## config.mk

```make
export PLATFORM = sky130hd
export DESIGN_NAME = cbal_freq_gen
export DESIGN_NICKNAME = d
export VERILOG_FILES = /design/src/rtl/cbal_freq_gen.sv
export SDC_FILE = /design/constraint.sdc
export NUM_CORES = 1
export LEC_CHECK = 0
export ABC_AREA = 1
export ABC_CLOCK_PERIOD_IN_PS = 2430
export BUFFER_PORTS_ARGS = -buffer_cell sky130_fd_sc_hd__buf_2
export CAP_MARGIN = 40
export CORE_AREA = 5 5 69 71
export DETAILED_ROUTE_END_ITERATION = 6
export DIE_AREA = 0 0 74 76
export GPL_ROUTABILITY_DRIVEN = 0
export PLACE_DENSITY = 0.73
export SYNTH_ARGS = -nofsm -noshare
export SYNTH_HDL_FRONTEND = slang
export SYNTH_SLANG_ARGS = --single-unit
```

## constraint.sdc

```tcl
create_clock -name clk -period 2.43 [get_ports clk]
set_input_delay 0.1215 -clock clk [delete_from_list [all_inputs] [get_ports clk]]
set_output_delay 0.1215 -clock clk [all_outputs]
set_load 0.005 [all_outputs]
```

## src/rtl/cbal_freq_gen.sv

```systemverilog
module cbal_freq_gen #(
  parameter int CODE_W    = 8,
  parameter int PD_CYCLES = 64
) (
  input  logic              clk,
  input  logic              rst_n,
  input  logic              tick_en,
  input  logic [CODE_W-1:0] code_in,
  output logic              fout
);
  localparam int ACC_W  = CODE_W + 5;
  localparam int IDLE_W = $clog2(PD_CYCLES + 1);
  localparam logic [ACC_W-1:0] UNIT    = ACC_W'(1)  << CODE_W;
  localparam logic [ACC_W-1:0] MODULUS = ACC_W'(10) << CODE_W;

  logic [CODE_W-1:0] stg1_q, stg2_q;
  logic [ACC_W-1:0]  acc_q;
  logic [ACC_W-1:0]  sum;
  logic [IDLE_W-1:0] idle_q;
  logic              pd_q;
  logic              wrap;
  logic              idle_done;

  assign sum       = acc_q + UNIT + (ACC_W'(stg2_q) << 3);
  assign wrap      = sum >= MODULUS;
  assign idle_done = idle_q == IDLE_W'(PD_CYCLES - 1);

  always_ff @(posedge clk or negedge rst_n) begin
    if (!rst_n) begin
      stg1_q <= '0;
      stg2_q <= '0;
      acc_q  <= '0;
      idle_q <= '0;
      pd_q   <= 1'b0;
      fout   <= 1'b0;
    end else if (tick_en) begin
      stg1_q <= code_in;
      stg2_q <= stg1_q;
      acc_q  <= wrap ? sum - MODULUS : sum;
      fout   <= wrap;
      idle_q <= '0;
      pd_q   <= 1'b0;
    end else if (!pd_q && idle_done) begin
      pd_q  <= 1'b1;
      acc_q <= '0;
      fout  <= 1'b1;
    end else begin
      if (!pd_q) idle_q <= idle_q + 1'b1;
      fout <= pd_q;
    end
  end

  a_r2_acc_below_modulus: assert property (@(posedge clk) disable iff (!rst_n)
    acc_q < MODULUS);

  a_r7_single_cycle_pulse: assert property (@(posedge clk) disable iff (!rst_n)
    !tick_en |=> (!fout || pd_q));

  a_r9_pd_drives_high: assert property (@(posedge clk) disable iff (!rst_n)
    pd_q |-> fout);

  a_r10_pd_clears_acc: assert property (@(posedge clk) disable iff (!rst_n)
    pd_q |-> acc_q == '0);

  a_r10_tick_leaves_pd: assert property (@(posedge clk) disable iff (!rst_n)
    tick_en |=> !pd_q);
endmodule

```

==> impl_metrics.csv, run 1 <==
group,metric,value,unit
route,via_per_inst,4.97,
floorplanning,fp-row-count,24,
timing,timing.fmax,412,MHz
synthesis,synth_cell_type_count,29,
clock_network,numCtsBuffers,5,
clock_network,clk_pin_slew,0.07,ns
power_and_ir_drop,p_leak,1.39,nW
route,drtIter0Drc,61,
job,cap_violations,0,
floorplanning,num_io_pins,12,
synthesis,ys_seq_area_share,41.2,%
finish,mostFrequentLayoutCell,"nand2_1",
critical_path,worstPathCellList,"ha_1 > ha_2 > inv_2 > fa_2 > inv_2 > nand2_2 > nand2_2 > nand3_4 > nand3_4 > nand2_4 > ha_4 > inv_2 > nand3_2 > nand2_2 > clkinv_4 > nand2_4 > nand2_2 > nand3_2 > nand2_1",
timing,fin_crit_sh,100,%
power_and_ir_drop,pwr-share-comb,62.9,%
route,route.vias.total,1779,
floorplanning,die_x,74,um
synthesis,yosys_warnings,0,
synthesis,synth_area_leaders,"dfrtp_1 41%, nand2_1 17%, ha_1 11%",
route,ant_nets,0,
synthesis,synthesis.nets,308,
critical_path,cp.required,2.61,ns
timing,slew_viol_final,0,
placement,io_buffers,11,
global_route,grt_usage,16.8,%
placement,dp.cells,341,
critical_path,cp-start-kind,"register",
synthesis,synthSimpleGateAreaFrac,31.3,%
timing,period_minus_slack,2.43,ns
floorplanning,floorplan.die.height,76,um
power_and_ir_drop,clock_power_share,13.1,%
status,outcome,"finished clean",
timing,worst_pin_slew,0.738,ns
critical_path,crit_arrival,2.61,ns
route,firstDrtPassIters,4,
route,drcViolationCount,0,
synthesis,synth_top_area_share,41.2,%
critical_path,cp_max_fo,4,
synthesis,synthMuxAreaShare,0,%
critical_path,path_common_cell,"nand2_2",
power_and_ir_drop,net-switching-power,1.45,mW
placement,place.detailed.hpwl,2950,um
clock_network,clk_path_buf_depth,2,
synthesis,syn_inst,278,
synthesis,synth_area,0.00213,sq mm
global_route,grt_max_degree,36,
clock_network,clk_latency,0.28,ns
finish,fillers,362,
timing,rsz0062_at_grt,"true",
finish,final_layout_size_suffix_gt1_share,24.8,%
route,wire_per_inst,11.8,um
finish,register_area,876,sq um
placement,placed_area,0.00227,sq mm
global_route,grt_pass1_vias,1764,
floorplanning,coreArea,0.00417,sq mm
worst_hold_path,hp-class,"in -> reg",
route,routed_wl,4240,um
clock_network,cts_root_buf,"clkbuf_8",
synthesis,yosysTopAreaCell,"dfrtp_1",
power_and_ir_drop,power_frac_seq,24.0,%
synthesis,syn_area_per_cell,7.65,sq um
timing,skew,0.00369,ns
floorplanning,initial_core_util,51.0,%
critical_path,endpoint_kind,"register",
power_and_ir_drop,ir_drop,0.746,mV
global_route,grt_overflow,0,
timing,setup_violations,0,
synthesis,synthAdderAreaFrac,11.5,%
finish,n_antenna_cell,0,
finish,fin_nets,336,
timing,maxSlewHeadroom,50.8,%
power_and_ir_drop,swShare,45.6,%
finish,fin_cells,358,
floorplanning,dieArea,0.00562,sq mm
finish,syn2layout_area_growth,18.6,%
critical_path,r2r_slack,0.0003,ns
critical_path,max_stage_delay,0.38,ns
finish,fin_area,0.00252,sq mm
synthesis,synth_top_family_by_area,"simple AND/OR/NAND/NOR gates",
critical_path,slowest_stage,"dfrtp_1",
power_and_ir_drop,p_total,3.19,mW
finish,mostFrequentLayoutCells,"91 x nand2_1, 39 x inv_1, 35 x dfrtp_1",
timing,hold_viol,0,
power_and_ir_drop,internal_power,1.74,mW
clock_network,cts_tree,"done",
global_route,antenna_found_initial,0,
synthesis,synth-compound-area-share,6.41,%
synthesis,synth_xor_area_share,0.412,%
clock_network,clock-sinks,35,
finish,multi_input_area,0.00115,sq mm
critical_path,critPathKind,"reg -> reg",
clock_network,h-tree-depth,2,
synthesis,synth-seq-cells,35,
power_and_ir_drop,powerDensity,1260,mW/mm^2
global_route,grt_pass1_wl,7520,um
[per-stage QoR]
step / TNS, ns / util [%] / hold WS [ns] / worst slack, ns
6_report: 0 / 60.4 / 0.0320 / 0.000331
5_1_grt: -0.586 / 60.4 / 0.0359 / -0.163
4_1_cts: -0.0000380 / 58.5 / 0.0258 / -0.0000380
3_5_place_dp: -0.157 / 54.3 / 0.228 / -0.0651
3_3_place_gp: 0 / 54.3 / 0.235 / 0.0228
2_1_floorplan: 0 / - / -0.174 / 0.0424
[power by group through the flow]
stage                     registers, mW  clock network [mW]  logic, mW
after floorplan                   0.761                   0       1.19
after global placement            0.772                   0       1.50
after detailed placement          0.777                   0       1.53
after CTS                         0.768               0.429       1.70
after global routing              0.782               0.453       2.24
final                             0.767               0.417       2.01
[layer usage]
layer | share of wire, % | routed length (um) | up-vias | GRT usage, %
met4 | 1.8 | 78 | 0 | 6.52
met1 | 47 | 1980 | 823 | 21.9
met3 | 2.7 | 115 | 6 | 3.30
met5 | 0 | 0 | - | 0
met2 | 49 | 2070 | 24 | 27.1
li1 | - | - | 926 | -
[cells in the mapped netlist]
| master | number |
|---|---|
| ha_1 | 18 |
| o21ai_1 | 2 |
| o21ai_0 | 10 |
| o21ai_2 | 1 |
| inv_2 | 3 |
| a21oi_2 | 2 |
| nand2_2 | 9 |
| dfrtp_1 | 35 |
| nor2_1 | 10 |
| inv_1 | 42 |
| nand3_2 | 5 |
| nor3_1 | 3 |
| or2_1 | 1 |
| a211oi_1 | 1 |
| clkbuf_1 | 2 |
| a21oi_1 | 4 |
| a22o_1 | 1 |
| clkinv_2 | 1 |
| nand2_1 | 98 |
| buf_1 | 1 |
| o22ai_1 | 1 |
| nand3_1 | 19 |
| o21a_1 | 1 |
| nand4_2 | 2 |
| fa_1 | 1 |
| nor2_2 | 1 |
| buf_2 | 2 |
| xnor2_1 | 1 |
| nor4_1 | 1 |
[sequential cells by signal, summed over array words and instances (netlist names)]
name    cells
stg1_q      8
acc_q      10
fout        1
pd_q        1
stg2_q      8
idle_q      7
[critical path: cells and delay by family, from the launching register on]
family        cells  cell delay, ns
buf+inv           4            0.23
fa+ha+maj         4            0.95
simple gates     11            0.77
flops             1            0.38
[kinds of logic after synthesis]
kind of cell	Yosys count
and+or+nand+nor	149
buffers and inverters	51
DFF	35
AOI/OAI and AO/OA	23
adders and majority gates	19
xor gates and xnor gates	1
[final cells by class]
type / count / area share, %
inverters: 46 / 7.04
well taps: 52 / 2.58
flip-flops and latches: 35 / 34.7
clock buffers: 6 / 3.27
multi-input cells: 192 / 45.4
repair buffers: 26 / 6.75
clock inverters: 1 / 0.198
[worst paths after layout]
kind,from,endpoint,cells past startpoint
setup / recovery,stg2_q[1],acc_q[10],19
hold / removal,code_in[3],stg1_q[3],3
max in group asynchronous,rst_n,idle_q[1],2
hold reg to reg,stg1_q[5],stg1_q[5],2
min in group asynchronous,rst_n,acc_q[9],2
setup reg to reg,stg2_q[1],acc_q[10],19
[what timing repair did]
item                                   in CTS  in global routing
endpoints found under the hold margin      35                  0
setup buffers                               6                  3
pin swaps                                   7                 11
cloned                                      0                  0
gates resized for setup                    10                 16
setup endpoints to repair                   4                  5
hold buffers                                1                  0
Note: power is estimated with default switching activity, not from simulation.
==> inputs of run 2 (changes only) <==
- ABC_CLOCK_PERIOD_IN_PS: 2430 -> not set
- MAX_ROUTING_LAYER: not set -> met4
==> impl_metrics.csv, run 2 (synthesized netlist as in run 1, its figures left out) <==
group,metric,value,unit
finish,multi_input_area,0.00115,sq mm
timing,hold_viol,0,
critical_path,r2r_slack,-0.00004,ns
timing,setup_violations,1,
clock_network,clk_path_buf_depth,2,
floorplanning,die_x,74,um
route,via_per_inst,4.95,
timing,maxSlewHeadroom,50.8,%
floorplanning,coreArea,0.00417,sq mm
critical_path,critPathKind,"reg -> reg",
finish,register_area,876,sq um
clock_network,h-tree-depth,2,
finish,regMostFlops,"acc_q",
critical_path,cp_top_family,"adder cells",
route,top_layer,"met4",
power_and_ir_drop,powerDensity,1270,mW/mm^2
finish,n_antenna_cell,0,
floorplanning,floorplan.die.height,76,um
critical_path,worstPathCellList,"ha_1 > ha_2 > inv_2 > fa_2 > inv_2 > nand2_2 > nand2_2 > nand3_4 > nand3_4 > nand2_4 > ha_4 > inv_2 > nand3_2 > nand2_2 > clkinv_4 > nand2_4 > nand2_2 > nand3_2 > nand2_1",
global_route,grt_usage,17.3,%
critical_path,reg2reg_from,"stg2_q[1]",
floorplanning,fp-row-count,24,
finish,reg.largest.list,"acc_q (10), stg1_q (8), stg2_q (8)",
critical_path,cp.required,2.61,ns
power_and_ir_drop,p_leak,1.39,nW
clock_network,clock-sinks,35,
clock_network,numCtsBuffers,5,
critical_path,crit_arrival,2.61,ns
finish,fin_area,0.00252,sq mm
timing,timing.fmax,412,MHz
clock_network,clk_latency,0.28,ns
job,cap_violations,0,
critical_path,endpoint_kind,"register",
global_route,grt_max_degree,36,
floorplanning,dieArea,0.00562,sq mm
finish,fillers,362,
global_route,grt_overflow,0,
clock_network,cts_root_buf,"clkbuf_8",
finish,fin_nets,336,
critical_path,cp-start-kind,"register",
critical_path,cp.depth,19,
status,violations,"negative setup slack",
placement,placed_area,0.00227,sq mm
critical_path,path_common_cell,"nand2_2",
placement,place.detailed.hpwl,2950,um
route,drcViolationCount,0,
timing,holdWs,0.0319,ns
critical_path,r2r.worst_path.cells,19,
finish,mostFrequentLayoutCells,"91 x nand2_1, 39 x inv_1, 35 x dfrtp_1",
worst_hold_path,hp-class,"in -> reg",
critical_path,cp_max_fo,4,
clock_network,cts_tree,"done",
placement,io_buffers,11,
finish,final_layout_size_suffix_gt1_share,24.8,%
timing,finalSetupTns,-0.0000409,ns
critical_path,cp_num_buf_inv,4,
route,drtIter0Drc,60,
route,route.vias.total,1773,
critical_path,worstSetupStartpoint,"stg2_q[1]",
global_route,grt_pass1_vias,1766,
route,wirelength_met1,2030,um
critical_path,slowest_stage,"dfrtp_1",
timing,fin_crit_sh,100,%
route,ant_nets,0,
finish,mostFrequentLayoutCell,"nand2_1",
timing,slew_viol_final,0,
route,wire_per_inst,11.9,um
route,firstDrtPassIters,4,
clock_network,clk_pin_slew,0.07,ns
power_and_ir_drop,ir_drop,0.745,mV
critical_path,crit_end,"acc_q[10]",
status,outcome,"finished with violations",
timing,skew,0.00429,ns
floorplanning,initial_core_util,51.0,%
route,met3WireLength,85,um
timing,timing.final.ws_setup,-0.0000409,ns
critical_path,max_stage_delay,0.38,ns
critical_path,rr_endpoint,"acc_q[10]",
finish,syn2layout_area_growth,18.6,%
floorplanning,num_io_pins,12,
global_route,antenna_found_initial,0,
timing,worst_pin_slew,0.738,ns
global_route,grt_pass1_wl,7520,um
route,wl_met2,2080,um
timing,rsz0062_at_grt,"true",
route,routed_wl,4250,um
finish,largest_reg_flops,10,
timing,period_minus_slack,2.43,ns
-- run 2: cell counts in the layout (fill, tap and decap cells not counted) --
Identical to the previous run, type by type.
-- run 2: repair_timing --
action | in CTS | in global routing
hold buffers | 1 | 0
setup buffers | 6 | 3
gates cloned | 0 | 0
hold endpoints to repair | 35 | 0
endpoints found under the setup margin | 4 | 5
pin swaps | 7 | 11
gates resized for setup | 10 | 16
-- run 2: routing by layer --
layer | vias up | global-route usage (%)
met3 | 4 | 3.17
met2 | 19 | 27.0
li1 | 927 | -
met1 | 823 | 22.1
met5 | - | -
met4 | 0 | 6.52
-- run 2: worst min-delay path by stage --
stage,from,endpoint,cells after the start
5_1_grt,code_in[7],stg1_q[7],3
2_1_floorplan,rst_n,acc_q[10],0
6_report,code_in[3],stg1_q[3],3
3_5_place_dp,rst_n,acc_q[9],1
4_1_cts,code_in[3],stg1_q[3],3
3_3_place_gp,rst_n,stg2_q[6],1
-- run 2: tightest hold or removal path: stages --
cell,delay [ns]
buf_2,0.07
nand2_1,0.04
nand2_1,0.05
-- run 2: metrics by stage --
stage / power, mW / instances / setup slack, ns / util, %
floorplan: 1.95 / 278 / 0.0424 / -
global placement: 2.27 / 341 / 0.0228 / 54.3
detailed placement: 2.30 / 341 / -0.0651 / 54.3
CTS: 2.90 / 355 / -0.0000380 / 58.5
global route: 3.48 / 358 / -0.163 / 60.4
finish: 3.19 / 358 / -0.0000409 / 60.4
-- run 2: layout make-up --
class / count / area share [%]
clock buffer: 6 / 3.27
clock inverter: 1 / 0.198
inverter: 46 / 7.04
multi-input combinational: 192 / 45.4
sequential: 35 / 34.7
tap: 52 / 2.58
timing repair buffer: 26 / 6.75
-- run 2: power by group --
group	total, mW	leakage [nW]	switching (mW)	internal [mW]
clock	0.417	0.0470	0.195	0.222
sequential	0.767	0.442	0.0634	0.704
combinational	2.01	0.904	1.20	0.810
total	3.19	1.39	1.46	1.74
